--- src/rtl/ehr_pkg.sv ---
package ehr_pkg;

   // Lowest bit of lane idx in a vector packed lane by lane.
   function automatic int unsigned lane_lo(input int unsigned idx, input int unsigned w);
      return idx * w;
   endfunction

endpackage

--- src/rtl/ehr_bypass_stage.sv ---
module ehr_bypass_stage #(
   parameter int unsigned WIDTH = 8
) (
   input  logic             take,
   input  logic [WIDTH-1:0] take_data,
   input  logic [WIDTH-1:0] pass_data,
   output logic [WIDTH-1:0] out_data
);

   always_comb begin
      if (take) out_data = take_data;
      else      out_data = pass_data;
   end

endmodule

--- src/rtl/ehr_state_reg.sv ---
module ehr_state_reg #(
   parameter int unsigned           WIDTH       = 8,
   parameter logic [WIDTH-1:0]      RESET_VALUE = '0
) (
   input  logic             clk,
   input  logic             rst,
   input  logic [WIDTH-1:0] d,
   output logic [WIDTH-1:0] q
);

   always_ff @(posedge clk) begin
      if (rst) q <= RESET_VALUE;
      else     q <= d;
   end

   // reset wins over any write
   p_reset_load_r1: assert property (@(posedge clk) rst |=> q == RESET_VALUE);

endmodule

--- src/rtl/ehr_multiport.sv ---
module ehr_multiport #(
   parameter int unsigned      PORTS       = 4,
   parameter int unsigned      WIDTH       = 8,
   parameter logic [WIDTH-1:0] RESET_VALUE = '0
) (
   input  logic                   clk,
   input  logic                   rst,
   input  logic [PORTS-1:0]       wr_en,
   input  logic [PORTS*WIDTH-1:0] wr_data,
   output logic [PORTS*WIDTH-1:0] rd_data
);
   import ehr_pkg::*;

   localparam int unsigned STAGES = PORTS + 1;
   localparam int unsigned TOP_LO = PORTS*WIDTH - WIDTH;

   generate
      if (PORTS < 2) begin : g_bad_ports
         $error("ehr_multiport needs at least two ports");
      end
      if (WIDTH < 1) begin : g_bad_width
         $error("ehr_multiport needs a non-zero width");
      end
   endgenerate

   logic [WIDTH-1:0] chain [STAGES];
   logic [WIDTH-1:0] state_q;

   assign chain[0] = state_q;

   for (genvar i = 0; i < PORTS; i++) begin : g_stage
      ehr_bypass_stage #(.WIDTH(WIDTH)) i_stage (
         .take      (wr_en[i]),
         .take_data (wr_data[lane_lo(i, WIDTH) +: WIDTH]),
         .pass_data (chain[i]),
         .out_data  (chain[i+1])
      );
      assign rd_data[lane_lo(i, WIDTH) +: WIDTH] = chain[i];
   end

   ehr_state_reg #(.WIDTH(WIDTH), .RESET_VALUE(RESET_VALUE)) i_state (
      .clk (clk),
      .rst (rst),
      .d   (chain[PORTS]),
      .q   (state_q)
   );

   // each enabled write is seen by the next read port
   for (genvar j = 0; j + 1 < PORTS; j++) begin : g_chk
      p_bypass_r3: assert property (@(posedge clk) disable iff (rst)
         wr_en[j] |-> rd_data[lane_lo(j+1, WIDTH) +: WIDTH] == wr_data[lane_lo(j, WIDTH) +: WIDTH]);
      p_pass_r3: assert property (@(posedge clk) disable iff (rst)
         !wr_en[j] |-> rd_data[lane_lo(j+1, WIDTH) +: WIDTH] == rd_data[lane_lo(j, WIDTH) +: WIDTH]);
   end

   // the top write port always wins
   p_top_wins_r4: assert property (@(posedge clk) disable iff (rst)
      wr_en[PORTS-1] |=> rd_data[WIDTH-1:0] == $past(wr_data[TOP_LO +: WIDTH]));

   // no write leaves port 0 unchanged
   p_hold_r5: assert property (@(posedge clk) disable iff (rst)
      wr_en == '0 |=> $stable(rd_data[WIDTH-1:0]));

   // port 0 only moves at an edge, to the last chain stage
   p_port0_commit_r2: assert property (@(posedge clk) disable iff (rst)
      1'b1 |=> rd_data[WIDTH-1:0] == $past(chain[PORTS]));

endmodule

--- config.mk ---
export PLATFORM = sky130hd
export DESIGN_NAME = ehr_multiport
export DESIGN_NICKNAME = d
export VERILOG_FILES = /design/src/rtl/ehr_pkg.sv /design/src/rtl/ehr_bypass_stage.sv /design/src/rtl/ehr_state_reg.sv /design/src/rtl/ehr_multiport.sv
export SDC_FILE = /design/constraint.sdc
export NUM_CORES = 1
export LEC_CHECK = 0
export ABC_AREA = 1
export BUFFER_PORTS_ARGS = -buffer_cell sky130_fd_sc_hd__buf_4
export CAP_MARGIN = 40
export CELL_PAD_IN_SITES_DETAIL_PLACEMENT = 0
export CELL_PAD_IN_SITES_GLOBAL_PLACEMENT = 1
export CORE_UTILIZATION = 29
export DETAILED_ROUTE_END_ITERATION = 10
export PLACE_DENSITY = 0.84
export RECOVER_POWER = 50
export SETUP_SLACK_MARGIN = 0.5
export SYNTH_ARGS = -nofsm -noshare
export SYNTH_HDL_FRONTEND = slang
export SYNTH_SLANG_ARGS = --single-unit
export TNS_END_PERCENT = 30
--- constraint.sdc ---
create_clock -name clk -period 1.5 [get_ports clk]
set_clock_uncertainty 0.05 [all_clocks]
set_input_delay 0.225 -clock clk [delete_from_list [all_inputs] [get_ports clk]]
set_output_delay 0.225 -clock clk [all_outputs]
set_load 0.005 [all_outputs]
## Word level (Yosys, flattened, before mapping)

Index checks and enable logic that the tools add are counted.

| storage, ports and cells | value |
|---|---|
| flip-flop bits (word level) | 8 |
| bits in latches | 0 |
| bits in writable memories | 0 |
| bits in read-only memories | 0 |
| input bits | 38 |
| output and inout bits | 32 |
| word-level logic and storage cells | 5 |
| memories | 0 |

| cells by class | value |
|---|---|
| add/subtract/negate cells | 0 |
| $mul | 0 |
| divide/modulo/power cells | 0 |
| order comparisons | 0 |
| equality and inequality tests | 0 |
| shift operators | 0 |
| mux-type cells | 4 |
| bitwise operators | 0 |
| reductions and logical operators | 0 |

Operators by type and width:

| operator | number |
|---|---|
| $mux W8 | 4 |

## Longest topological paths before layout

| depth | value |
|---|---|
| depth after elaboration | 4 |
| mapped depth | 8 |
| depth with buffers taken out | 7 |

## Hierarchy

Synthesis repeated with hierarchy kept, for this count alone.

| second synthesis, totals | value |
|---|---|
| cell total of the unflattened synthesis | 129 |
| area, all modules | 651.9 µm² |

Modules (own cells, without submodules):

| module | times used | cells an instance | area each (µm²) | sequential area each (µm²) |
|---|---|---|---|---|
| ehr_bypass_stage | 4 | 26 | 105.1 | 0.0 |
| ehr_state_reg | 1 | 25 | 231.5 | 160.2 |

## Worst setup path after synthesis

OpenSTA, ideal clock, no wires.

| timing | value |
|---|---|
| kind | in2out |
| start | input port wr_en[1] |
| end | output port rd_data[29] |
| data arrival time | 0.866 ns |
| data required time | 1.225 ns |
| setup slack | 0.359 ns |
| stages on the path | 6 |
| path buffers | 2 |
| path through | inv_2 buf_6 or2_4 nand3_2 nand2_1 buf_4 |

RTL lines:

| what | line | text |
|---|---|---|
| start, declared | ehr_multiport.sv:8 | `input logic [PORTS-1:0] wr_en,` |
| end, declared | ehr_multiport.sv:10 | `output logic [PORTS*WIDTH-1:0] rd_data` |

## Final worst setup path

| timing | value |
|---|---|
| start | register i_state.q[6] |
| end | output port rd_data[30] |

| on the way | value |
|---|---|
| word-level cells in the longest chain between the ends | 3 |

RTL lines:

| what | line | text |
|---|---|---|
| start, declared | ehr_state_reg.sv:8 | `output logic [WIDTH-1:0] q` |
| start signal, assigned | ehr_state_reg.sv:12 | `if (rst) q <= RESET_VALUE;` |
| start signal, assigned | ehr_state_reg.sv:13 | `else q <= d;` |
| $mux W8 (3 in series) | ehr_bypass_stage.sv:11 | `if (take) out_data = take_data;` |

Every way passes these cells.

==> results.rst <==
.. list-table::
   :header-rows: 1

   * - Metric
     - Value
   * - Outcome
     - finished, final reports clean
   * - Maximum number of pins on one net before global-route repair
     - 17
   * - Setup slack at placement
     - 0.2119 ns
   * - Cts bufs inserted
     - 3
   * - Weighted congestion at the end of routability-driven global placement
     - 0.7970
   * - Number of cells produced by synthesis
     - 169
   * - Chip Height
     - 63.41 um
   * - Maximum capacitance violations
     - 0
   * - Simple logic cell fraction of the synthesized area
     - 49.43%
   * - Antenna fix cells
     - 0
   * - Per-cell routed wire length
     - 9.823 um
   * - PortBufs
     - 69
   * - Clock edge transition at the registers on the reported setup and hold paths
     - 0.04 ns
   * - Core Box Area
     - 0.003468 sq mm
   * - Setup violators final
     - 0
   * - Cell Pwr Density
     - 591.6 mW/mm^2
   * - Worst IR drop on VDD
     - 0.2357 mV
   * - Iteration count of the initial detailed-routing pass
     - 4
   * - Distinct cells, synth
     - 18
   * - Highest net fanout along the worst path
     - 2
   * - Effective utilization at floorplan
     - 31.53%
   * - Total negative slack
     - 0 ns
   * - Largest registers
     - i_state.q x8
   * - Count of final max-slew check failures
     - 0
   * - Root buffer selected by CTS
     - clkbuf_8
   * - Final global-route overflow total
     - 0
   * - Highest clock rate
     - 761.9 MHz
   * - Register bit count reported by yosys
     - 8
   * - Hold path endpoint
     - i_state.q[0]
   * - Synthesized net count
     - 207
   * - Worst-case headroom to the max-slew limit
     - 81.86%
   * - Sum of routed wire length over all layers
     - 2.603 mm
   * - Die Outline Area
     - 0.004020 sq mm
   * - Starting DRC count in detailed routing
     - 22
   * - Transition at the pin with the smallest max-transition slack
     - 0.2717 ns
   * - Fraction of synthesized cell area in xor and xnor cells
     - 0%
   * - Area added between synthesis and finish
     - 42.56%
   * - Htree depth
     - 1
   * - Worst EP required
     - 1.22 ns
   * - Critical path startpoint category
     - flip-flop
   * - Buffer levels on the longest clock path
     - 2
   * - Layout cell share with drive strength beyond 1
     - 56.16%
   * - Via density per instance
     - 4.068
   * - Reg-to-reg slack, setup
     - 0.29 ns
   * - First-pass GRT wire length
     - 4.271 mm
   * - I/O pin cnt
     - 70
   * - Antenna violations before repair
     - 0
   * - Post-detailed-placement half-perimeter wirelength
     - 2.113 mm
   * - Shortest period the worst path allows
     - 1.312 ns
   * - Number of remaining DRC errors
     - 0
   * - Final clock period utilization by the worst path
     - 87.50%
   * - Hold path cells
     - 5
   * - Count of yosys warnings during synthesis
     - 0
   * - Clock Sinks
     - 8
   * - Combinational family with the most area after synthesis
     - simple AND/OR/NAND/NOR gates
   * - Min-delay worst type
     - input port to flip-flop
   * - Leakage component of the power
     - 0.9555 nW
   * - CTS tree
     - done
   * - Die Wd
     - 63.41 um
   * - Setup repair after global routing missed its margin
     - yes
   * - Number of global-route vias before repair
     - 972
   * - Post-Synth Adder-Cell Area
     - 0%
   * - Latest clock arrival within the worst-skew pair
     - 0.22 ns
   * - Fin worst setup slack
     - 0.1875 ns
   * - Area fraction in compound gates after synthesis
     - 0%
   * - Worst setup path class
     - flip-flop to primary output
   * - Number of nets in the layout
     - 259
   * - Per-instance average area after synthesis
     - 6.471 sq um
   * - Vias after detailed routing
     - 1,078
   * - Layout Utilization
     - 44.95%
   * - Hold path start
     - wr_data[24]
   * - Startpoint of the lowest-slack register-to-register path
     - i_state.q[4]
   * - Area of the mapped netlist
     - 0.001094 sq mm
   * - Type of destination of the critical path
     - primary output
   * - Global Route Usage Sum
     - 13.64%
   * - Sequential area share after synthesis
     - 14.65%
   * - Hold Violations, Final
     - 0
   * - Arrival time of data at the critical path endpoint
     - 1.04 ns
   * - Register with the most flip-flops
     - i_state.q
   * - Row cnt
     - 21
   * - Logic depth of the worst register-to-register path
     - 9
   * - Mux share of post-synthesis cell area
     - 0%
   * - Residual antenna-violating net count after detailed routing
     - 0
   * - Number of flip-flops in the largest register
     - 8
   * - Count of hold buffers inserted by post-cts repair
     - 0
   * - Reg2Reg Capture Point
     - i_state.q[4]
final cells by class:
cell class / instances / area (sq um)
Clock buffer: 3 / 41.29
Timing Repair Buffer: 84 / 641.9
Multi-Input combinational cell: 104 / 553.0
Tap cell: 46 / 57.56
Sequential cell: 8 / 160.2
Inverter: 20 / 105.1
Fill cell: 403 / 1909
per-stage QoR:
step                total power (W)  cell area [sq um]  hold slack [ns]  cells
global route               0.001001               1559           0.2759    265
CTS                       0.0009416               1579           0.2516    263
finish                    0.0009223               1559           0.2582    265
floorplan                 0.0005461               1155           0.3839    169
global placement          0.0006430               1406           0.4873    247
detailed placement        0.0006441               1406           0.4884    247
worst max path at each step:
stage / cells after the start / slack (ns) / start / endpoint
floorplan: 6 / 0.37 / wr_en[1] / rd_data[28]
global placement: 6 / 0.22 / wr_en[1] / rd_data[30]
detailed placement: 6 / 0.21 / wr_en[1] / rd_data[30]
CTS: 5 / 0.25 / i_state.q[6] / rd_data[30]
global route: 5 / 0.1 / i_state.q[6] / rd_data[30]
finish: 5 / 0.19 / i_state.q[6] / rd_data[30]
logic make-up (layout without fill, tap and decap cells):
family	after synthesis	after routing
buffers and inverters	57	107
AND/OR/NAND/NOR	104	104
flip-flops	8	8
where the power goes:
| part | leakage, nW | total [W] | internal, W | switching [W] |
|---|---|---|---|---|
| sequential | 0.0668 | 0.000246 | 0.000231 | 0.0000153 |
| combinational | 0.867 | 0.000427 | 0.000248 | 0.000179 |
| clock | 0.0216 | 0.000250 | 0.000173 | 0.0000764 |
routing by layer:
| layer | track usage, % | vias up | wire length [um] |
|---|---|---|---|
| li1 | - | 578 | - |
| met1 | 17.30 | 468 | 1156 |
| met2 | 21.94 | 30 | 1286 |
| met3 | 2.355 | 2 | 126 |
| met4 | 6.818 | 0 | 34 |
| met5 | 0 | - | 0 |
what timing repair did:
item	4_1_cts	5_1_grt
gates resized for setup	13	4
gates cloned	0	0
buffers inserted	13	2
pin swaps	11	3
endpoints found under the setup margin	28	31
worst max-delay path: stages (launching register included):
cell,delay (ns)
dfxtp_1,0.37
nand2_2,0.07
nand3_2,0.07
nand3_1,0.12
nand2_1,0.08
buf_4,0.10
layout by cell type, fill, tap and decap left out, drive strengths merged:
master	synthesis	layout
nor2	16	16
or2	8	8
inv	19	19
nand3	24	24
dfxtp	8	8
buf	34	80
clkinv	1	1
clkbuf	2	7
nand2	56	56
synthesized netlist by cell type (all sizes together):
cell           instances  share of area (%)
nor2                  16                5.5
nand2                 56                 22
clkinv                 1               0.80
or2                    8                5.0
dfxtp                  8                 15
clkbuf                 2                3.5
inv                   19                7.0
buf                   34                 24
clkdlybuf4s25          1               0.92
nand3                 24                 16
(Power assumes the default switching activity.)
